File: src/rtl/ilvc_pkg.sv
// Package: shared default sizes for the interleaved combiner.
// Assumes: nothing; constants only.
package ilvc_pkg;
    localparam int DEF_NUM_CH   = 4;
    localparam int DEF_CODE_W   = 10;
    localparam int DEF_OUT_W    = 11;
    localparam int DEF_BLK_LOG2 = 4;
endpackage

File: src/rtl/ilvc_phase.sv
// Module: round-robin phase generator.
// Produces the channel index of the sample present this cycle.
// Assumes: sync forces index 0 for the current cycle.
module ilvc_phase #(
    parameter int NUM_CH = 4,
    localparam int CH_W = $clog2(NUM_CH)
) (
    input  logic            clk,
    input  logic            rst_n,
    input  logic            sync,
    output logic [CH_W-1:0] cur
);
    localparam logic [CH_W-1:0] LAST = CH_W'(NUM_CH - 1);

    logic [CH_W-1:0] phase_q;

    // Current index: forced to zero by sync, else the stored phase.
    always_comb cur = sync ? '0 : phase_q;

    // Advance the phase with wrap at the last channel.
    always_ff @(posedge clk) begin
        if (!rst_n)
            phase_q <= '0;
        else
            phase_q <= (cur == LAST) ? '0 : cur + 1'b1;
    end
endmodule

File: src/rtl/ilvc_mean_div.sv
// Module: signed sum divided by an unsigned count, truncated toward zero.
// Restoring division on the magnitude, sign restored afterwards.
// Assumes: cnt is nonzero whenever the result is used.
module ilvc_mean_div #(
    parameter int SUM_W = 14,
    parameter int CNT_W = 5
) (
    input  logic signed [SUM_W-1:0] sum,
    input  logic        [CNT_W-1:0] cnt,
    output logic signed [SUM_W-1:0] quo
);
    logic [SUM_W-1:0] mag;
    logic [SUM_W-1:0] q;
    logic [CNT_W:0]   rem;

    // Magnitude of the dividend.
    always_comb mag = sum[SUM_W-1] ? (~sum + 1'b1) : sum;

    // Bit-serial restoring division, unrolled.
    always_comb begin
        rem = '0;
        q   = '0;
        for (int i = SUM_W - 1; i >= 0; i--) begin
            rem = {rem[CNT_W-1:0], mag[i]};
            if (rem >= {1'b0, cnt}) begin
                rem  = rem - {1'b0, cnt};
                q[i] = 1'b1;
            end
        end
    end

    // Restore sign so the result truncates toward zero.
    always_comb quo = sum[SUM_W-1] ? -$signed(q) : $signed(q);
endmodule

File: src/rtl/ilvc_chan_acc.sv
// Module: per-channel flagged-sample accumulator and offset register.
// Counts this channel's samples in blocks of 2^BLK_LOG2. It sums only
// the flagged samples and loads the offset with their mean when a block
// closes. A block with no flagged samples keeps the previous offset.
// Assumes: sel is high exactly on cycles carrying this channel's sample.
module ilvc_chan_acc #(
    parameter int CODE_W   = 10,
    parameter int BLK_LOG2 = 4
) (
    input  logic                     clk,
    input  logic                     rst_n,
    input  logic                     sel,
    input  logic signed [CODE_W-1:0] code,
    input  logic                     flag,
    output logic signed [CODE_W-1:0] offset
);
    localparam int SUM_W = CODE_W + BLK_LOG2 + 1;
    localparam int CNT_W = BLK_LOG2 + 1;
    localparam logic signed [SUM_W-1:0] QMAX = SUM_W'((1 << (CODE_W - 1)) - 1);
    localparam logic signed [SUM_W-1:0] QMIN = -QMAX - 1;

    logic        [BLK_LOG2-1:0] smp_cnt;
    logic signed [SUM_W-1:0]    fsum;
    logic        [CNT_W-1:0]    fcnt;
    logic signed [SUM_W-1:0]    add_sum;
    logic        [CNT_W-1:0]    add_cnt;
    logic signed [SUM_W-1:0]    quo;
    logic signed [CODE_W-1:0]   mean;
    logic                       last;

    // Running totals including the present sample.
    always_comb begin
        add_sum = fsum + (flag ? SUM_W'(code) : '0);
        add_cnt = fcnt + CNT_W'(flag);
        last    = &smp_cnt;
    end

    ilvc_mean_div #(.SUM_W(SUM_W), .CNT_W(CNT_W)) u_div (
        .sum (add_sum),
        .cnt (add_cnt),
        .quo (quo)
    );

    // Bound the quotient to the code range (guards the register width).
    always_comb begin
        if (quo > QMAX)      mean = QMAX[CODE_W-1:0];
        else if (quo < QMIN) mean = QMIN[CODE_W-1:0];
        else                 mean = quo[CODE_W-1:0];
    end

    // Accumulate flagged samples and update the offset at the block end.
    always_ff @(posedge clk) begin
        if (!rst_n) begin
            smp_cnt <= '0;
            fsum    <= '0;
            fcnt    <= '0;
            offset  <= '0;
        end else if (sel) begin
            smp_cnt <= smp_cnt + 1'b1;
            if (last) begin
                fsum <= '0;
                fcnt <= '0;
                if (add_cnt != '0)
                    offset <= mean;
            end else begin
                fsum <= add_sum;
                fcnt <= add_cnt;
            end
        end
    end
endmodule

File: src/rtl/ilvc_sat_sub.sv
// Module: signed code minus offset, clamped to the signed output width.
// Assumes: code and offset share one width.
module ilvc_sat_sub #(
    parameter int IN_W  = 10,
    parameter int OUT_W = 11
) (
    input  logic signed [IN_W-1:0]  code,
    input  logic signed [IN_W-1:0]  off,
    output logic signed [OUT_W-1:0] res
);
    localparam int D_W = IN_W + 1;

    logic signed [D_W-1:0] diff;

    // Exact difference at one extra bit.
    always_comb diff = D_W'(code) - D_W'(off);

    generate
        if (OUT_W >= D_W) begin : g_wide
            // Output holds every difference: sign-extend only.
            always_comb res = OUT_W'(diff);
        end else begin : g_clamp
            localparam logic signed [D_W-1:0] HI = D_W'((1 << (OUT_W - 1)) - 1);
            localparam logic signed [D_W-1:0] LO = -HI - 1;
            // Clamp to the signed output limits.
            always_comb begin
                if (diff > HI)      res = HI[OUT_W-1:0];
                else if (diff < LO) res = LO[OUT_W-1:0];
                else                res = diff[OUT_W-1:0];
            end
        end
    endgenerate
endmodule

File: src/rtl/ilv_offset_combiner.sv
// Module: top of the interleaved combiner with per-channel offset removal.
// Selects one channel per cycle in rotation. Keeps a flag-qualified mean
// per channel, subtracts it from that channel's samples and registers
// the result together with its channel index.
// Assumes: one sample per cycle; chan_codes packs channel k at k*CODE_W.
module ilv_offset_combiner
    import ilvc_pkg::*;
#(
    parameter int NUM_CH   = DEF_NUM_CH,
    parameter int CODE_W   = DEF_CODE_W,
    parameter int OUT_W    = DEF_OUT_W,
    parameter int BLK_LOG2 = DEF_BLK_LOG2
) (
    input  logic                       clk,
    input  logic                       rst_n,
    input  logic                       sync,
    input  logic [NUM_CH*CODE_W-1:0]   chan_codes,
    input  logic                       win_flag,
    output logic signed [OUT_W-1:0]    out_code,
    output logic [$clog2(NUM_CH)-1:0]  out_chan
);
    localparam int CH_W = $clog2(NUM_CH);

    logic signed [CODE_W-1:0] codes [NUM_CH];
    logic signed [CODE_W-1:0] offs  [NUM_CH];
    logic [NUM_CH*CODE_W-1:0] offs_flat;
    logic [CH_W-1:0]          cur;
    logic signed [CODE_W-1:0] code_sel;
    logic signed [CODE_W-1:0] off_sel;
    logic signed [OUT_W-1:0]  corr;

    ilvc_phase #(.NUM_CH(NUM_CH)) u_phase (
        .clk   (clk),
        .rst_n (rst_n),
        .sync  (sync),
        .cur   (cur)
    );

    generate
        for (genvar g = 0; g < NUM_CH; g++) begin : g_ch
            assign codes[g] = chan_codes[g*CODE_W +: CODE_W];
            assign offs_flat[g*CODE_W +: CODE_W] = offs[g];

            ilvc_chan_acc #(.CODE_W(CODE_W), .BLK_LOG2(BLK_LOG2)) u_acc (
                .clk    (clk),
                .rst_n  (rst_n),
                .sel    (cur == CH_W'(g)),
                .code   (codes[g]),
                .flag   (win_flag),
                .offset (offs[g])
            );
        end
    endgenerate

    // Multiplex the current channel's code and offset.
    always_comb begin
        code_sel = codes[cur];
        off_sel  = offs[cur];
    end

    ilvc_sat_sub #(.IN_W(CODE_W), .OUT_W(OUT_W)) u_sub (
        .code (code_sel),
        .off  (off_sel),
        .res  (corr)
    );

    // Output register: one cycle of latency.
    always_ff @(posedge clk) begin
        if (!rst_n) begin
            out_code <= '0;
            out_chan <= '0;
        end else begin
            out_code <= corr;
            out_chan <= cur;
        end
    end
endmodule

File: config.mk
export PLATFORM = sky130hd
export DESIGN_NAME = ilv_offset_combiner
export DESIGN_NICKNAME = d
export VERILOG_FILES = /design/src/rtl/ilvc_pkg.sv /design/src/rtl/ilvc_phase.sv /design/src/rtl/ilvc_mean_div.sv /design/src/rtl/ilvc_chan_acc.sv /design/src/rtl/ilvc_sat_sub.sv /design/src/rtl/ilv_offset_combiner.sv
export SDC_FILE = /design/constraint.sdc
export NUM_CORES = 1
export LEC_CHECK = 0
export BUFFER_PORTS_ARGS = -buffer_cell sky130_fd_sc_hd__buf_4
export CELL_PAD_IN_SITES_DETAIL_PLACEMENT = 2
export CELL_PAD_IN_SITES_GLOBAL_PLACEMENT = 2
export CORE_AREA = 2 2 345 347
export CTS_BUF_LIST = sky130_fd_sc_hd__clkbuf_8
export CTS_CLUSTER_SIZE = 24
export DETAILED_ROUTE_END_ITERATION = 8
export DIE_AREA = 0 0 347 349
export PLACE_DENSITY = 0.56
export SYNTH_ARGS = -nofsm -noshare
export SYNTH_HDL_FRONTEND = slang
export SYNTH_HIERARCHICAL = 1
export SYNTH_SLANG_ARGS = --single-unit
File: constraint.sdc
create_clock -name clk -period 58.6 [get_ports clk]
set_clock_uncertainty 0.1 [all_clocks]
set_input_delay 5.86 -clock clk [delete_from_list [all_inputs] [get_ports clk]]
set_output_delay 5.86 -clock clk [all_outputs]
set_load 0.02 [all_outputs]
### Word level (Yosys, flattened, before mapping)

Index checks and enable logic that the tools add are counted.

* bits of input ports: 44
* word-level logic and storage cells: 340
* register bits: 151

* equal/unequal tests: 3
* add/sub/neg operators: 78
* muxes and demuxes: 151
* magnitude comparators: 69
* reductions and logical operators: 14
* bitwise operators: 6

Operator list (count)
* 6-bit by 5-bit >= comparator with 1-bit output: 56
* 5-bit 2-to-1 mux: 60
* 5-bit subtractor: 52
* 15-bit 2-to-1 mux: 16
* 10-bit 2-to-1 mux: 12
* 15-bit by 1-bit adder with 15-bit output, second input constant: 4
* 15-bit adder: 4
* 15-bit by 10-bit greater-than comparator with 1-bit output, second input constant: 4
* 15-bit by 10-bit less-than comparator with 1-bit output, second input constant: 4
* 1-bit 2-to-1 mux: 60
* 15-bit negation: 4
* 15-bit inverter: 4
* 10-bit binary-select mux with 2-bit select: 2
* 6-bit AND reduction: 4
* 5-bit by 1-bit adder with 5-bit output: 4
* 1-bit by 5-bit >= comparator with 1-bit output: 4
* 5-bit nonzero test: 4
* 1-bit by 5-bit subtractor with 5-bit output: 4
* 4-bit by 1-bit adder with 4-bit output, second input constant: 4
* 4-bit AND reduction: 4
* 10-bit by 10-bit subtractor with 11-bit output: 1
* 2-bit == test, second input constant: 2
* 3-bit >= comparator, second input constant: 1
* 2-bit inverter with 3-bit output: 1
* other kinds (6): 6

### Depth between registers and ports, before layout

Gate-level depths: netlist of the first run.

* depth after elaboration: 40
* depth in mapped cells: 158

### Modules after synthesis

Netlist of the first run, hierarchy kept.

Modules (own cells, without submodules)
* ilvc_chan_acc: area an instance 2337.2 sq um, cells an instance 284, seq. area each 680.7 sq um, times used 4
* ilvc_mean_div at g_ch[2].u_acc.u_div: area an instance 4722.0 sq um, cells an instance 613, seq. area each 0.0 sq um, times used 1
* ilvc_mean_div at g_ch[0].u_acc.u_div: area an instance 4619.4 sq um, cells an instance 594, seq. area each 0.0 sq um, times used 1
* ilvc_mean_div at g_ch[3].u_acc.u_div: area an instance 4550.6 sq um, cells an instance 568, seq. area each 0.0 sq um, times used 1
* ilvc_mean_div at g_ch[1].u_acc.u_div: area an instance 4531.8 sq um, cells an instance 575, seq. area each 0.0 sq um, times used 1
* ilv_offset_combiner: area an instance 887.1 sq um, cells an instance 57, seq. area each 260.2 sq um, times used 1
* ilvc_sat_sub: area an instance 457.9 sq um, cells an instance 67, seq. area each 0.0 sq um, times used 1
* ilvc_phase: area an instance 80.1 sq um, cells an instance 7, seq. area each 40.0 sq um, times used 1

### Worst setup path before layout of the first run

Ideal clock, no wire load.

* path kind: input-to-reg
* start: input port win_flag
* end: register g_ch[3].u_acc.offset[0]
* path slack: 23.657 ns
* data required time: 58.441 ns
* arrival time: 34.784 ns
* stages: 145
* cell sequence: buf_2 and2_1 ha_1 fa_1 a21oi_2 o211ai_2 a221oi_4 mux2i_1 xor2_1 nor4b_1 nand4_1 ha_1 o21ai_0 mux2_2 inv_1 ha_1 and3_1 a31oi_1 [... 109 more ...] mux2i_1 ha_1 a21oi_1 nor2b_1 o21ai_0 nand2b_1 a21oi_1 and3_1 ha_1 inv_1 or4_1 o31ai_1 xnor2_1 nor3_1 a21oi_1 o21ai_0 o21ai_0 and2_1

* cells in the longest elaborated chain, start to end: 40
* elaborated cells between the ends (all ways): 72
* classes of those cells: add/sub (18); order compare (17); mux (34); bitwise (1); reduce/logical (2)

Ends and longest elaborated chain
* from (decl): line ilv_offset_combiner.sv:18 `input logic win_flag,`
* 15-bit 2-to-1 mux *: line ilvc_chan_acc.sv:33 `add_sum = fsum + (flag ? SUM_W'(code) : '0);`
* 15-bit adder *: line ilvc_chan_acc.sv:33
* net g_ch[3].u_acc.add_sum[10]: line ilvc_chan_acc.sv:25 `logic signed [SUM_W-1:0] add_sum;`
* 15-bit inverter: line ilvc_mean_div.sv:17 `always_comb mag = sum[SUM_W-1] ? (~sum + 1'b1) : sum;`
* 15-bit by 1-bit adder with 15-bit output: line ilvc_mean_div.sv:17
* 15-bit 2-to-1 mux *: line ilvc_mean_div.sv:17
* 1-bit by 5-bit subtractor with 5-bit output / 1-bit by 5-bit >= comparator with 1-bit output (equally long branches): line ilvc_mean_div.sv:26, ilvc_mean_div.sv:25
* 5-bit 2-to-1 mux: line ilvc_mean_div.sv:25 `if (rem >= {1'b0, cnt}) begin`
* [... 26 more ...]
* 6-bit by 5-bit >= comparator with 1-bit output: line ilvc_mean_div.sv:25
* 1-bit 2-to-1 mux: line ilvc_mean_div.sv:25
* 15-bit negation: line ilvc_mean_div.sv:33 `always_comb quo = sum[SUM_W-1] ? -$signed(q) : $signed(q);`
* 15-bit 2-to-1 mux *: line ilvc_mean_div.sv:33
* net g_ch[3].u_acc.quo[12]: line ilvc_chan_acc.sv:27 `logic signed [SUM_W-1:0] quo;`
* 15-bit by 10-bit less-than comparator with 1-bit output: line ilvc_chan_acc.sv:47 `else if (quo < QMIN) mean = QMIN[CODE_W-1:0];`
* 10-bit 2-to-1 mux: line ilvc_chan_acc.sv:47
* 10-bit 2-to-1 mux *: line ilvc_chan_acc.sv:46 `if (quo > QMAX) mean = QMAX[CODE_W-1:0];`
* to (signal assigned): line ilvc_chan_acc.sv:64 `offset <= mean;`
* to (decl): line ilvc_chan_acc.sv:15 `output logic signed [CODE_W-1:0] offset`

Mark *: on every way through the listed nets, which the timed path passes. The rest lies on a longest branch.
A chain may end at the register's enable or synchronous reset.

### Final worst setup path of the first run

* start: input port win_flag
* end: register g_ch[3].u_acc.offset[1]

* cells in the longest elaborated chain, start to end: 40
* elaborated cells between the ends (all ways): 72
* classes of those cells: add/sub (18); order compare (17); mux (34); bitwise (1); reduce/logical (2)

Ends and longest elaborated chain (line)
* 15-bit 2-to-1 mux *: ilvc_chan_acc.sv:33
* 15-bit adder *: ilvc_chan_acc.sv:33
* net g_ch[3].u_acc.add_sum[14]: ilvc_chan_acc.sv:25
* 15-bit inverter: ilvc_mean_div.sv:17
* 15-bit by 1-bit adder with 15-bit output: ilvc_mean_div.sv:17
* 15-bit 2-to-1 mux: ilvc_mean_div.sv:17
* 1-bit by 5-bit subtractor with 5-bit output / 1-bit by 5-bit >= comparator with 1-bit output (equally long branches): ilvc_mean_div.sv:26, ilvc_mean_div.sv:25
* 5-bit 2-to-1 mux: ilvc_mean_div.sv:25
* [... 26 more ...]
* 6-bit by 5-bit >= comparator with 1-bit output: ilvc_mean_div.sv:25
* 1-bit 2-to-1 mux: ilvc_mean_div.sv:25
* 15-bit negation: ilvc_mean_div.sv:33
* 15-bit 2-to-1 mux *: ilvc_mean_div.sv:33
* net g_ch[3].u_acc.quo[12]: ilvc_chan_acc.sv:27
* 15-bit by 10-bit less-than comparator with 1-bit output: ilvc_chan_acc.sv:47
* 10-bit 2-to-1 mux: ilvc_chan_acc.sv:47
* 10-bit 2-to-1 mux *: ilvc_chan_acc.sv:46

Marks and branches as above.

==> results of run 1 <==
area by class of cell:
class / count / area (sq um) / area share, %
multi-input combinational: 3100 / 24600 / 78.0
sequential: 151 / 3020 / 9.60
tap: 1536 / 1920 / 6.10
inverter: 233 / 875 / 2.78
timing repair buffer: 100 / 751 / 2.38
clock buffer: 18 / 248 / 0.787
clock inverter: 14 / 100 / 0.318
antenna: 2 / 5.00 / 0.0159
worst max-delay path: cells and delay by family:
kind	cells	cell delay, ns
xor gates and xnor gates	2	0.32
adders and majority gates	18	5.74
buffers and inverters	11	1.29
muxes	15	5.86
AOI/OAI and AO/OA	59	15.21
and+or+nand+nor	37	7.42
cells by family after synthesis:
family          count (synthesis)  synth area share (%)
compound gates               1029                  25.3
xor+xnor                      330                  10.0
fa+ha+maj                     411                  19.1
buf+inv                       366                  5.52
flops                         151                  10.4
mux                           196                  8.45
simple gates                 1134                  21.3
worst max-delay path by stage:
stage | slack [ns] | depth (start not counted) | endpoint
2_1_floorplan | 23.66 | 145 | g_ch[3].u_acc/offset[0]
3_3_place_gp | 16.80 | 142 | g_ch[3].u_acc/offset[1]
3_5_place_dp | 16.30 | 142 | g_ch[3].u_acc/offset[6]
4_1_cts | 16.82 | 142 | g_ch[3].u_acc/offset[6]
5_1_grt | 13.92 | 143 | g_ch[3].u_acc/offset[1]
6_report | 17.17 | 142 | g_ch[3].u_acc/offset[1]
state kept, by name (all words and copies together), names as in the netlist:
name                cells
g_ch.u_acc/fsum        60
g_ch.u_acc/smp_cnt     16
out_code               11
out_chan                2
g_ch.u_acc/offset      40
u_phase/phase_q         2
g_ch.u_acc/fcnt        20
routing by layer:
| layer | global-route usage (%) | part of all wire [%] | routed length [microns] |
|---|---|---|---|
| met4 | 1.87 | 0.70 | 759 |
| met3 | 1.39 | 2.1 | 2270 |
| met1 | 26.2 | 52 | 57000 |
| met2 | 29.1 | 45 | 48900 |
| met5 | 0 | 0.012 | 13 |
cells in the final DEF (no fill, tap or decap), types with 35 or more instances in the layout:
cell,Yosys,routed
inv_1,232,233
a22oi_1,45,45
a21o_1,109,109
nand3_1,94,94
nor2b_1,107,105
buf_4,4,100
xor2_1,143,143
and2_1,122,122
nor2_1,143,143
xnor2_1,183,183
dfxtp_1,151,151
or3_1,35,35
a21oi_1,196,196
o31ai_1,46,46
and3_1,52,52
ha_1,354,354
nand2_1,264,264
fa_1,57,57
nor3_1,57,57
mux2i_1,93,93
o21ai_0,217,217
nand2b_1,87,87
mux2_2,59,59
through the flow:
| step | worst slack [ns] | util [%] | hold slack, ns |
|---|---|---|---|
| after floorplan | 23.66 | - | 0.377 |
| after global placement | 16.80 | 26.5 | 0.413 |
| after detailed placement | 16.30 | 26.5 | 0.416 |
| after CTS | 16.82 | 26.8 | 0.432 |
| after global routing | 13.92 | 26.8 | 0.462 |
| final | 17.17 | 26.8 | 0.431 |
==> qor.txt, run 1 <==
Placed insts -> 5120
Synth Net Count -> 4072
Worst Setup Start Kind -> primary input
Initial Util -> 24.9%
Clock-pin slew on the worst setup and hold paths -> 0.09 ns
Fillers -> 13700
CTS tree -> built
Crit-path slowest cell -> a2bb2oi_2
Drt drc -> 0
Ports -> 57
Outcome -> completed
CTS Buf Count -> 17
Die W -> 347 microns
Clk Latency, worst-skew pair -> 0.54 ns
Synth Flop Type -> dfxtp_1
Fin nets -> 4058
DIE HEIGHT -> 349 microns
Hold_buf cts -> 0
PortBufs -> 56
CP max FO -> 48
Crit path largest cell delay -> 0.68 ns
CP required -> 58.96 ns
Area growth from synthesis to layout -> 7.87%
Synth area leaders -> ha_1, dfxtp_1, xnor2_1
Initial antenna violation count -> 14
#FFs+latches synth -> 151
R2R depth -> 140
Share of cells above drive strength 1 -> 10.5%
Setup_tns -> 0 ns
Slew Limit Headroom -> 29.3%
Hold Path Class -> reg -> reg
GPL Wtd Cong -> 0.794
Post-synth EDFFs -> 0
Hold EP -> g_ch[2].u_acc/fsum[8]
Reg2reg setup slack -> 22.75 ns
CP Capture Type -> flop
Largest net degree at the start of global routing -> 69
Remaining antenna violation count -> 0
Die ar. -> 121000 sq um
Vias in the first global route -> 29000
F_max -> 24.1 MHz
Reg2reg end -> g_ch[3].u_acc/offset[1]
Ys async rst share -> 0%
Fin cells -> 5154
Setup bufs post-CTS -> 0
TritonCTS Sinks -> 151
Drt wl/cell -> 21.1 microns
Gr ovfl total -> 0
Slew @ Worst Pin -> 1.06 ns
Hold path start -> g_ch[2].u_acc/fsum[8]
Fin crit share -> 70.7%
Resized cells post-CTS -> 0
Cell area after layout -> 31500 sq um
Placed wire-length estimate -> 87.5 mm
Synthesized area -> 29200 sq um
Detailed Routing Iterations Pass 1 -> 5
Initial DRC Count -> 1129
Row count -> 126
All-layer global routing usage -> 17.8%
Core ar. -> 117000 sq um
WP data arrival -> 41.79 ns
Worst R2R Start -> g_ch[3].u_acc/fsum[0]
Total of max-cap violations -> 0
Most common cell in the synthesized netlist -> ha_1
Commonest cells in the netlist -> ha_1, nand2_1, inv_1, o21ai_0, a21oi_1
Vias per cell -> 5.25
Unrepaired setup endpoints after global routing -> no
Mapped Cells -> 3617
Fin. max-slew vios -> 0
CP Class -> in -> reg
Hold depth -> 2
CTS max path bufs -> 2
Mean post-synth cell area -> 8.07 sq um
First-pass GRT wire length -> 172 mm
Fin crit period -> 41.43 ns
Area fraction of the dominant cell type after synthesis -> 15.2%
Fin. Hold Viols -> 0
Total vias in the final route -> 27100
Routed wire length -> 109 mm
Crit path launch -> win_flag
Setup Viol. Count Final -> 0
Synth warn -> 6
H-tree depth -> 4
Most used cell, CP -> ha_1
Placed cell area -> 31100 sq um
Root Driver -> clkbuf_8
Yosys cell types -> 134
Yosys top cell by area -> ha_1
Post-synthesis sequential area ratio -> 10.4%
Power of run 1 is not shown: default switching activity piles up to over one toggle a cycle in this logic, so the estimate is an artifact.
==> run 2: changes to the inputs <==
==> constraint.sdc (replaced) <==
create_clock -name clk -period 43.5 [get_ports clk]
set_clock_uncertainty 0.1 [all_clocks]
set_input_delay 4.35 -clock clk [delete_from_list [all_inputs] [get_ports clk]]
set_output_delay 4.35 -clock clk [all_outputs]
set_load 0.02 [all_outputs]
==> qor.txt, run 2 (same netlist as run 1, synthesis figures left out) <==
Resized cells post-CTS -> 0 (unchanged)
Ports -> 57 (unchanged)
Placed wire-length estimate -> 87.4 mm (was 87.5 mm)
Total vias in the final route -> 27100 (about the same)
Crit-path slowest cell -> a2bb2oi_2 (unchanged)
PortBufs -> 56 (unchanged)
Row count -> 126 (unchanged)
Highest layer used for signal routing -> met5 (unchanged)
Hold depth -> 2 (unchanged)
Register with the most flip-flops -> g_ch.u_acc/fsum (unchanged)
WP data arrival -> 39.97 ns (was 41.79 ns)
Setup bufs post-CTS -> 0 (unchanged)
Fillers -> 13600 (was 13700)
Initial antenna violation count -> 13 (was 14)
GPL Wtd Cong -> 0.794 (about the same)
CTS Buf Count -> 17 (unchanged)
CTS tree -> built (unchanged)
Slew @ Worst Pin -> 1.05 ns (was 1.06 ns)
Clk Latency, worst-skew pair -> 0.53 ns (was 0.54 ns)
DIE HEIGHT -> 349 microns (unchanged)
Fin crit share -> 91.1%
Routed wire length -> 109 mm (about the same)
Total of max-cap violations -> 0 (unchanged)
CP max FO -> 48 (unchanged)
R2R depth -> 140 (unchanged)
Fin. Hold Viols -> 0 (unchanged)
Detailed Routing Iterations Pass 1 -> 5 (unchanged)
Max FFs per register -> 60 (unchanged)
Root Driver -> clkbuf_8 (unchanged)
Share of cells above drive strength 1 -> 10.4% (was 10.5%)
TritonCTS Sinks -> 151 (unchanged)
Vias per cell -> 5.26 (was 5.25)
Crit path largest cell delay -> 0.67 ns (was 0.68 ns)
Initial Util -> 24.9% (unchanged)
Hold Path Class -> reg -> reg (unchanged)
Fin nets -> 4058 (unchanged)
Remaining antenna violation count -> 0 (unchanged)
Gr ovfl total -> 0 (unchanged)
Setup Viol. Count Final -> 0 (unchanged)
Outcome -> completed (unchanged)
F_max -> 25.2 MHz
Area growth from synthesis to layout -> 7.91% (was 7.87%)
Die ar. -> 121000 sq um (unchanged)
Drt wl/cell -> 21.1 microns (about the same)
Fin crit period -> 39.62 ns
Drt drc -> 0 (unchanged)
H-tree depth -> 4 (unchanged)
Vias in the first global route -> 28800 (was 29000)
CTS max path bufs -> 2 (unchanged)
CP Class -> in -> reg (unchanged)
CP Capture Type -> flop (unchanged)
Setup_tns -> 0 ns (unchanged)
Hold_buf cts -> 0 (unchanged)
Post-Route M1 WL -> 57.0 mm (about the same)
Die W -> 347 microns (unchanged)
Initial DRC Count -> 1079 (was 1129)
All-layer global routing usage -> 17.8% (about the same)
CP required -> 43.85 ns (was 58.96 ns)
Core ar. -> 117000 sq um (unchanged)
First-pass GRT wire length -> 172 mm (about the same)
Slew Limit Headroom -> 29.7% (was 29.3%)
Worst Setup Start Kind -> primary input (unchanged)
Clock-pin slew on the worst setup and hold paths -> 0.09 ns (about the same)
Largest net degree at the start of global routing -> 69 (unchanged)
Commonest non-fill, non-tap cell in the layout -> ha_1 (unchanged)
Commonest cells after routing, fill and taps aside -> ha_1, nand2_1, inv_1, o21ai_0, a21oi_1 (unchanged)
Fin. max-slew vios -> 0 (unchanged)
Metal2 WL -> 48.5 mm (was 48.9 mm)
Metal3 WL -> 2.42 mm (was 2.27 mm)
Top flop regs -> g_ch.u_acc/fsum (60), g_ch.u_acc/offset (40), g_ch.u_acc/fcnt (20) (unchanged)
Unrepaired setup endpoints after global routing -> no (unchanged)
-- run 2: cell types whose count changed in the layout (fill, tap and decap cells not counted), sizes merged --
cell      previous run  this run
diode                2         4
inv                238       237
clkbuf              18        20
clkinvlp             5         4
-- run 2: final timing paths --
path | startpoint | to | slack (ns)
worst min-delay path | g_ch[3].u_acc/fcnt[2] | g_ch[3].u_acc/fcnt[2] | 0.43
worst max-delay path | win_flag | g_ch[3].u_acc/offset[6] | 3.88
worst max register to register | g_ch[3].u_acc/fsum[0] | g_ch[3].u_acc/offset[6] | 7.95
worst min register to register | g_ch[3].u_acc/fcnt[2] | g_ch[3].u_acc/fcnt[2] | 0.43
-- run 2: critical path: cells and delay by family --
| kind | cells | cell delay (ns) |
|---|---|---|
| adders and majority gates | 18 | 5.73 |
| xor gates and xnor gates | 2 | 0.32 |
| and+or+nand+nor | 37 | 7.32 |
| muxes | 15 | 5.88 |
| AOI/OAI and AO/OA | 59 | 14.97 |
| buffers and inverters | 11 | 1.30 |
-- run 2: layer usage --
layer  GRT usage, %  vias up
li1               -    13200
met1           26.0    13600
met2           28.8      233
met3           1.71       47
met4           2.07        2
met5              0        -
-- run 2: layout make-up --
cell class                 count  area [sq um]  share of cell area [%]
sequential                   151          3020                    9.59
clock buffer                  20           275                   0.874
clock inverter                12          78.8                   0.250
inverter                     233           875                    2.78
timing repair buffer         100           751                    2.38
antenna                        4          10.0                  0.0318
tap                         1536          1920                    6.10
multi-input combinational   3100         24600                    78.0
-- run 2: metrics by stage --
| step | util, % | hold slack [ns] | cell area [sq um] | cells | worst slack (ns) |
|---|---|---|---|---|---|
| after floorplan | - | 0.377 | 29200 | 3617 | 10.07 |
| after global placement | 26.5 | 0.413 | 31100 | 5120 | 3.21 |
| after detailed placement | 26.5 | 0.423 | 31100 | 5120 | 3.00 |
| after CTS | 26.8 | 0.437 | 31500 | 5152 | 3.48 |
| after global routing | 26.8 | 0.454 | 31500 | 5152 | 0.823 |
| final | 26.8 | 0.430 | 31500 | 5156 | 3.88 |
Power of run 2 is left out for the same reason.
